File: config.mk
export PLATFORM = sky130hd
export DESIGN_NAME = irqsel_top
export DESIGN_NICKNAME = d
export VERILOG_FILES = /design/src/rtl/irqsel_pkg.sv /design/src/rtl/irqsel_datapath.sv /design/src/rtl/irqsel_control.sv /design/src/rtl/irqsel_top.sv
export SDC_FILE = /design/constraint.sdc
export NUM_CORES = 1
export LEC_CHECK = 0
export ABC_AREA = 1
export BUFFER_PORTS_ARGS = -buffer_cell sky130_fd_sc_hd__clkbuf_2
export CORE_ASPECT_RATIO = 0.7
export CORE_MARGIN = 5
export CORE_UTILIZATION = 53
export CTS_CLUSTER_DIAMETER = 100
export DETAILED_ROUTE_END_ITERATION = 7
export GPL_ROUTABILITY_DRIVEN = 0
export GPL_TIMING_DRIVEN = 0
export PLACE_DENSITY = 0.83
export SYNTH_ARGS = -nofsm -noshare
export SYNTH_HDL_FRONTEND = slang
export SYNTH_SLANG_ARGS = --single-unit
File: constraint.sdc
create_clock -name clk -period 6 [get_ports clk]
set_input_delay 0.6 -clock clk [delete_from_list [all_inputs] [get_ports clk]]
set_output_delay 0.6 -clock clk [all_outputs]
set_load 0.02 [all_outputs]
File: src/rtl/irqsel_pkg.sv
package irqsel_pkg;
  localparam int MAX_PRIO_W = 4;
  localparam int MAX_IDX_W  = 9;
  localparam logic [31:0] NO_IRQ_WORD = 32'h8000_0000;

  typedef struct packed {
    logic                  valid;
    logic [MAX_PRIO_W-1:0] prio;
    logic [MAX_IDX_W-1:0]  idx;
  } cand_t;

  typedef struct packed {
    logic clrForce;
    logic raise;
  } selStrobe_t;
endpackage

File: src/rtl/irqsel_datapath.sv
module irqsel_datapath
  import irqsel_pkg::*;
#(
  parameter int NUM_IRQ = 32,
  parameter int PRIO_W  = 4
) (
  input  logic                      clk,
  input  logic                      rstN,
  input  logic [NUM_IRQ-1:0]        pendVec,
  input  logic [NUM_IRQ-1:0]        enableVec,
  input  logic [NUM_IRQ*PRIO_W-1:0] prioVec,
  input  logic [PRIO_W-1:0]         curLevel,
  input  logic [PRIO_W-1:0]         prevLevel,
  input  selStrobe_t                strobes,
  output logic [31:0]               nextWord,
  output logic                      extPend,
  output logic [$clog2(NUM_IRQ)-1:0] clrIdx
);
  localparam int IDX_W  = $clog2(NUM_IRQ);
  localparam int LEAVES = 1 << IDX_W;
  localparam int NODES  = 2 * LEAVES - 1;

  cand_t tree [NODES];

  // leaf stage: eligibility against the previous level
  for (genvar k = 0; k < LEAVES; k++) begin : g_leaf
    if (k < NUM_IRQ) begin : g_real
      logic [PRIO_W-1:0] linePrio;
      assign linePrio = prioVec[k*PRIO_W +: PRIO_W];
      assign tree[LEAVES-1+k].valid = pendVec[k] & enableVec[k] & (linePrio >= prevLevel);
      assign tree[LEAVES-1+k].prio  = MAX_PRIO_W'(linePrio);
      assign tree[LEAVES-1+k].idx   = MAX_IDX_W'(k);
    end else begin : g_pad
      assign tree[LEAVES-1+k] = '0;
    end
  end

  // comparator tree: left child holds the lower indices, so ties go left
  for (genvar n = 0; n < LEAVES - 1; n++) begin : g_node
    cand_t lhs, rhs;
    assign lhs = tree[2*n+1];
    assign rhs = tree[2*n+2];
    assign tree[n] = (lhs.valid && (!rhs.valid || lhs.prio >= rhs.prio)) ? lhs : rhs;
  end

  logic pendAny;
  always_comb begin
    pendAny = 1'b0;
    for (int i = 0; i < NUM_IRQ; i++) begin
      if (pendVec[i] && enableVec[i] && (prioVec[i*PRIO_W +: PRIO_W] >= curLevel))
        pendAny = 1'b1;
    end
  end

  logic [31:0] wordNext;
  always_comb begin
    wordNext = '0;
    if (tree[0].valid) wordNext[2 +: IDX_W] = tree[0].idx[IDX_W-1:0];
    else               wordNext = NO_IRQ_WORD;
  end

  always_ff @(posedge clk) begin
    if (!rstN) begin
      nextWord <= NO_IRQ_WORD;
      extPend  <= 1'b0;
    end else begin
      nextWord <= wordNext;
      extPend  <= pendAny;
    end
  end

  assign clrIdx = strobes.clrForce ? nextWord[2 +: IDX_W] : '0;
endmodule

File: src/rtl/irqsel_control.sv
module irqsel_control
  import irqsel_pkg::*;
(
  input  logic       readStb,
  input  logic       updateBit,
  input  logic       resultNone,
  output selStrobe_t strobes
);
  always_comb begin
    strobes.clrForce = readStb & ~resultNone;
    strobes.raise    = readStb & ~resultNone & updateBit;
  end
endmodule

File: src/rtl/irqsel_top.sv
module irqsel_top
  import irqsel_pkg::*;
#(
  parameter int NUM_IRQ = 32,
  parameter int PRIO_W  = 4
) (
  input  logic                       clk,
  input  logic                       rstN,
  input  logic [NUM_IRQ-1:0]         pendVec,
  input  logic [NUM_IRQ-1:0]         enableVec,
  input  logic [NUM_IRQ*PRIO_W-1:0]  prioVec,
  input  logic [PRIO_W-1:0]          curLevel,
  input  logic [PRIO_W-1:0]          prevLevel,
  input  logic                       readStb,
  input  logic                       updateBit,
  output logic                       extIrqPending,
  output logic [31:0]                nextWord,
  output logic                       forceClr,
  output logic [$clog2(NUM_IRQ)-1:0] forceClrIdx,
  output logic                       raiseLevel
);
  selStrobe_t strobes;

  irqsel_control u_ctrl (
    .readStb    (readStb),
    .updateBit  (updateBit),
    .resultNone (nextWord[31]),
    .strobes    (strobes)
  );

  irqsel_datapath #(.NUM_IRQ(NUM_IRQ), .PRIO_W(PRIO_W)) u_dp (
    .clk       (clk),
    .rstN      (rstN),
    .pendVec   (pendVec),
    .enableVec (enableVec),
    .prioVec   (prioVec),
    .curLevel  (curLevel),
    .prevLevel (prevLevel),
    .strobes   (strobes),
    .nextWord  (nextWord),
    .extPend   (extIrqPending),
    .clrIdx    (forceClrIdx)
  );

  assign forceClr   = strobes.clrForce;
  assign raiseLevel = strobes.raise;
endmodule

== Yosys cells after proc, flatten, opt, wreduce, memory -nomap -nowiden ==
Cells that the tools add are included.

* Word-level logic and storage cells: 389
* Bits of input ports: 204
* Output and inout bits: 40
* Bits in registers: 33

* Mux-type cells: 65
* Reductions and logical operators: 158
* Magnitude comparators: 95
* Bitwise logic cells: 67

{| class="wikitable"
|+ Operators by type and width
! operator !! number
|-
| $mux W14 || 31
|-
| $ge A4 B4 Y1 || 95
|-
| $logic_and A1 B1 Y1 || 95
|-
| $and A1 B1 Y1 || 66
|-
| $mux W1 || 32
|-
| $logic_not A1 Y1 || 31
|-
| $logic_or A1 B1 Y1 || 31
|-
| $mux W25 || 1
|-
| $mux W5 || 1
|-
| $reduce_and A2 Y1 || 1
|-
| $not A1 Y1 || 1
|}

== Longest topological paths before layout ==
* Word-level depth: 34
* Gate-level depth with buffers: 54

== Hierarchy ==
A second synthesis with hierarchy kept.

* Cell total of the unflattened synthesis: 1,864
* Area total of the unflattened synthesis: 11,951.5 um2

{| class="wikitable"
|+ By module, submodules not included
! module !! instances !! cells an instance !! area each (um2)
|-
| irqsel_datapath || 1 || 1,859 || 11,927.7
|-
| irqsel_control || 1 || 5 || 23.8
|}

== Worst setup path before layout ==
OpenSTA, ideal clock, no wires.

* Path type: in2reg
* Start point: input port prevLevel[1]
* End point: register u_dp.nextWord[3]
* Stages on the path: 50
* Path buffers: 1
* Slack: -542 ps
* Library setup time: 58 ps
* Data arrival time: 6,484 ps
* Path through: inv_1 -> ha_1 -> inv_1 -> nor2_1 -> o21ai_1 -> nand3_1 -> nand2_2 -> inv_1 -> nand2_2 -> nor2_1 -> a21oi_1 -> ha_1 -> a21oi_1 -> o21ai_0 -> nor2_1 -> nand2_1 -> nand2_1 -> inv_2 -> (+14 left out) -> nand2_1 -> a21oi_1 -> o21bai_1 -> a21oi_1 -> nand2_2 -> nand2_2 -> inv_2 -> buf_8 -> nand3_1 -> o21ai_2 -> ha_1 -> a21oi_1 -> o211ai_1 -> o22ai_2 -> inv_2 -> nor2_2 -> nand2_1 -> nand2_1

* Cells in the longest elaborated chain, start to end: 23
* Elaborated cells between the ends (all ways): 204
* Classes of those cells: order compare: 47; mux: 31; bitwise: 32; reduce/logical: 94

{| class="wikitable"
|+ RTL lines
! element !! RTL line !! text
|-
| start: declaration || irqsel_top.sv:13 || <nowiki>input logic [PRIO_W-1:0] prevLevel,</nowiki>
|-
| $ge A4 B4 Y1 || irqsel_datapath.sv:30 || <nowiki>assign tree[LEAVES-1+k].valid = pendVec[k] & enableVec[k] & (linePrio >= prevLevel);</nowiki>
|-
| $and A1 B1 Y1 || irqsel_datapath.sv:30 ||
|-
| $logic_not A1 Y1 || irqsel_datapath.sv:43 || <nowiki>assign tree[n] = (lhs.valid && (!rhs.valid || lhs.prio >= rhs.prio)) ? lhs : rhs;</nowiki>
|-
| $logic_or A1 B1 Y1 || irqsel_datapath.sv:43 ||
|-
| $logic_and A1 B1 Y1 || irqsel_datapath.sv:43 ||
|-
| $mux W14 || irqsel_datapath.sv:43 ||
|-
| $ge A4 B4 Y1 or $logic_not A1 Y1 (tied branches) || irqsel_datapath.sv:43 ||
|-
| $logic_or A1 B1 Y1 || irqsel_datapath.sv:43 ||
|-
| (+7 left out) || n/a ||
|-
| $logic_or A1 B1 Y1 || irqsel_datapath.sv:43 ||
|-
| $logic_and A1 B1 Y1 || irqsel_datapath.sv:43 ||
|-
| $mux W14 || irqsel_datapath.sv:43 ||
|-
| $ge A4 B4 Y1 or $logic_not A1 Y1 (tied branches) || irqsel_datapath.sv:43 ||
|-
| $logic_or A1 B1 Y1 || irqsel_datapath.sv:43 ||
|-
| $logic_and A1 B1 Y1 || irqsel_datapath.sv:43 ||
|-
| $mux W14 * || irqsel_datapath.sv:43 ||
|-
| $reduce_and A2 Y1 (no line) || n/a ||
|-
| end signal: assignment || irqsel_datapath.sv:67 || <nowiki>nextWord <= wordNext;</nowiki>
|-
| end: declaration || irqsel_datapath.sv:15 || <nowiki>output logic [31:0] nextWord,</nowiki>
|}

Every way passes the cells marked *; elsewhere a longest branch is shown, timed or not.
A chain may end at the register's enable or synchronous reset.

== Final worst setup path ==
* Start point: input port prevLevel[3]
* End point: register u_dp.nextWord[3]

Same word-level chain as after synthesis.

==> qor.yml <==
floorplan:
  die_w_um: 189
  rows: 45
  fp.coreArea_um2: 21900
  dieArea_um2: 25600
  fp.dieH_um: 135
  ios: 244
  initial_utilization_pct: 54.4
timing:
  max_freq_mhz: 147
  fin_crit_sh_pct: 114
  max_slew.worst_pin.slew_ps: 1140
  rsz0062_at_grt: "yes"
  setup-violations-final: 5
  final.setup.worst_slack_ps: -819
  relSlewSlack_pct: 24.0
  hold_viol: 0
  maxSlewViolCount: 0
  whs_ps: 652
  min_period_ps: 6820
power:
  p_sw_mw: 1.32
  p_clk_share_pct: 4.7
  share_comb_of_total_power_pct: 91.9
  p_total_mw: 2.39
  pwr-share-seq_pct: 3.4
  peakVddDrop_mv: 0.126
  p_leak_nw: 9.31
  power_density_nw_per_um2: 153
  switching_share_pct: 55.3
  p_int_mw: 1.07
min_path:
  min_path_cells: 2
  worstHoldPathType: "input port to register"
  min_to: "u_dp.extPend"
  hold_start: "rstN"
synth:
  synth-seq-area-share_pct: 1.18
  synthTopCellsByArea: "ha_1 (40%), nand2_1 (14%), inv_1 (11%), a21oi_1 (4.6%), nand3_1 (4.0%)"
  synth_compound_area_share_pct: 18.1
  synthMuxAreaShare_pct: 0
  synth_top_family_by_area: "adder cells"
  synthesis.area_um2: 11900
  ys_seq_elements: 7
  ys_types: 33
  synth_xor_area_share_pct: 0
  ys_warn_count: 0
  synth_top_area_share_pct: 39.9
  yosys.area_share.simple_pct: 27.2
  syn_inst: 1868
  synth_top_cell_by_area: "ha_1"
  synthAdderAreaFrac_pct: 39.9
  avgSynthCellArea_um2: 6.38
outcome:
  status: "finished with violations"
  violations: "negative setup slack"
critical_path:
  crit_arrival_ps: 6990
  worst-endpoint-required_ps: 6170
  crit_slowest_cell: "ha_4"
  critPathMostFrequentCell: "nand2_1"
  worstSetupPathType: "input port to register"
  endpoint_kind: "register"
  max_stage_delay_ps: 320
  worstPathMaxFanout: 7
  startpoint_type: "input port"
grt:
  grt_max_degree: 33
  grt_pass1_vias: 13253
  grt_use_total_pct: 29.8
  overflow: 0
  antenna_found_initial: 0
  grt_pass1_wl_um: 63400
run:
  drv_cap: 0
clock_network:
  cts_root_buffer: "clkbuf_16"
  cts_hold_buf: 0
  clockBufferDepth: 2
  h-tree-depth: 1
  cts_tree: "done"
  cts_made_buffers: 3
  clock_sinks: 7
  cts.reportedPaths.clkPinSlew_ps: 40
place:
  place_area_um2: 13500
  dpl.hpwl_um: 29400
  place_ws_ps: -2040
  port_buffers: 217
layout:
  nNetsFinal: 2821
  ff_latch_area_um2: 140
  final_area_um2: 15700
  fin_util_pct: 71.6
  layout-drive-gt1-share_pct: 30.0
  area_growth_pct: 31.6
  multi_input_area_um2: 11400
  fillers: 1698
  layout_commonest_cell: "nand2_1"
  mostFrequentLayoutCells: "nand2_1 (395), ha_1 (352), inv_1 (330)"
drt:
  firstDrtPassIters: 7
  ant_nets: 0
  drc: 0
  totalWireLength_um: 42100
  wl_per_cell_um: 16.7
  vias_per_cell: 5.54
  first_iter_violations: 1037
  vias: 13960
==> metrics by stage <==
stage | std cells | setup TNS [ps]
after floorplan | 1893 | -2030
after global placement | 2392 | -8440
after detailed placement | 2392 | -10010
after CTS | 2485 | -2170
after global routing | 2518 | -5340
final | 2519 | -3880
==> registers in the layout, indices dropped and copies added, names as in the netlist <==
| name | cells |
|---|---|
| u_dp.extPend | 1 |
| u_dp.nextWord | 6 |
==> worst max-delay path by stage <==
stage	start	slack (ps)	endpoint
after floorplan	prevLevel[1]	-440	u_dp.nextWord[3]
after global placement	prevLevel[3]	-1720	u_dp.nextWord[3]
after detailed placement	prevLevel[1]	-2040	u_dp.nextWord[3]
after CTS	prevLevel[1]	-480	u_dp.nextWord[3]
after global routing	prevLevel[3]	-1120	u_dp.nextWord[3]
final	prevLevel[3]	-820	u_dp.nextWord[3]
==> metal layers <==
| metal | part of all wire, % | GRT usage, % | wire length, um |
|---|---|---|---|
| met5 | 0 | 0 | 0 |
| met3 | 9.2 | 3.94 | 3870 |
| met1 | 43 | 39.8 | 18000 |
| met2 | 45 | 50.1 | 18800 |
| met4 | 3.3 | 9.40 | 1380 |
==> area by class of cell <==
type,count,share of cell area (%)
multi-input cells,1496,72.6
repair buffers,327,13.1
inverters,369,9.01
well taps,282,2.25
plain buffers,28,1.34
flip-flops and latches,7,0.893
clock buffers,4,0.502
repair inverters,5,0.239
diodes,1,0.0160
==> power by group through the flow <==
stage | sequential, mW | clock (mW) | combinational (mW)
2_1_floorplan | 0.0890 | 0 | 1.14
3_3_place_gp | 0.0800 | 0 | 1.50
3_5_place_dp | 0.0801 | 0 | 1.59
4_1_cts | 0.0798 | 0.113 | 1.91
5_1_grt | 0.0816 | 0.117 | 2.41
6_report | 0.0813 | 0.112 | 2.20
==> cell usage after synthesis, drive strengths merged <==
cell and instances:
inv 366, buf 29, o21bai 19, o21ai 157, nand4 20, nor3 1, nand3 100, nand2 487
conb 1, nor2 102, a21boi 52, and2 5, a21oi 109, o22ai 1, o21a 14, clkinv 3
dfxtp 7, o211ai 6, or2 9, ha 380
==> repair_timing <==
action                     CTS  global route
buffers inserted            78            33
gates resized for setup    171           117
gates cloned                11             2
setup endpoints to repair    5             5
pin swaps                   74            78
hold endpoints to repair     0             0
==> kinds of logic after synthesis <==
family,after synthesis
adders and majority gates,380
and+or+nand+nor,724
other,1
AOI/OAI and AO/OA,358
DFF,7
buffers and inverters,398
==> critical path, delay by kind of cell <==
kind | cells | cell delay, ps
buffers and inverters | 10 | 1190
and+or+nand+nor | 21 | 2340
AOI/OAI and AO/OA | 11 | 1570
adders and majority gates | 5 | 1260
(Power assumes the default switching activity.)
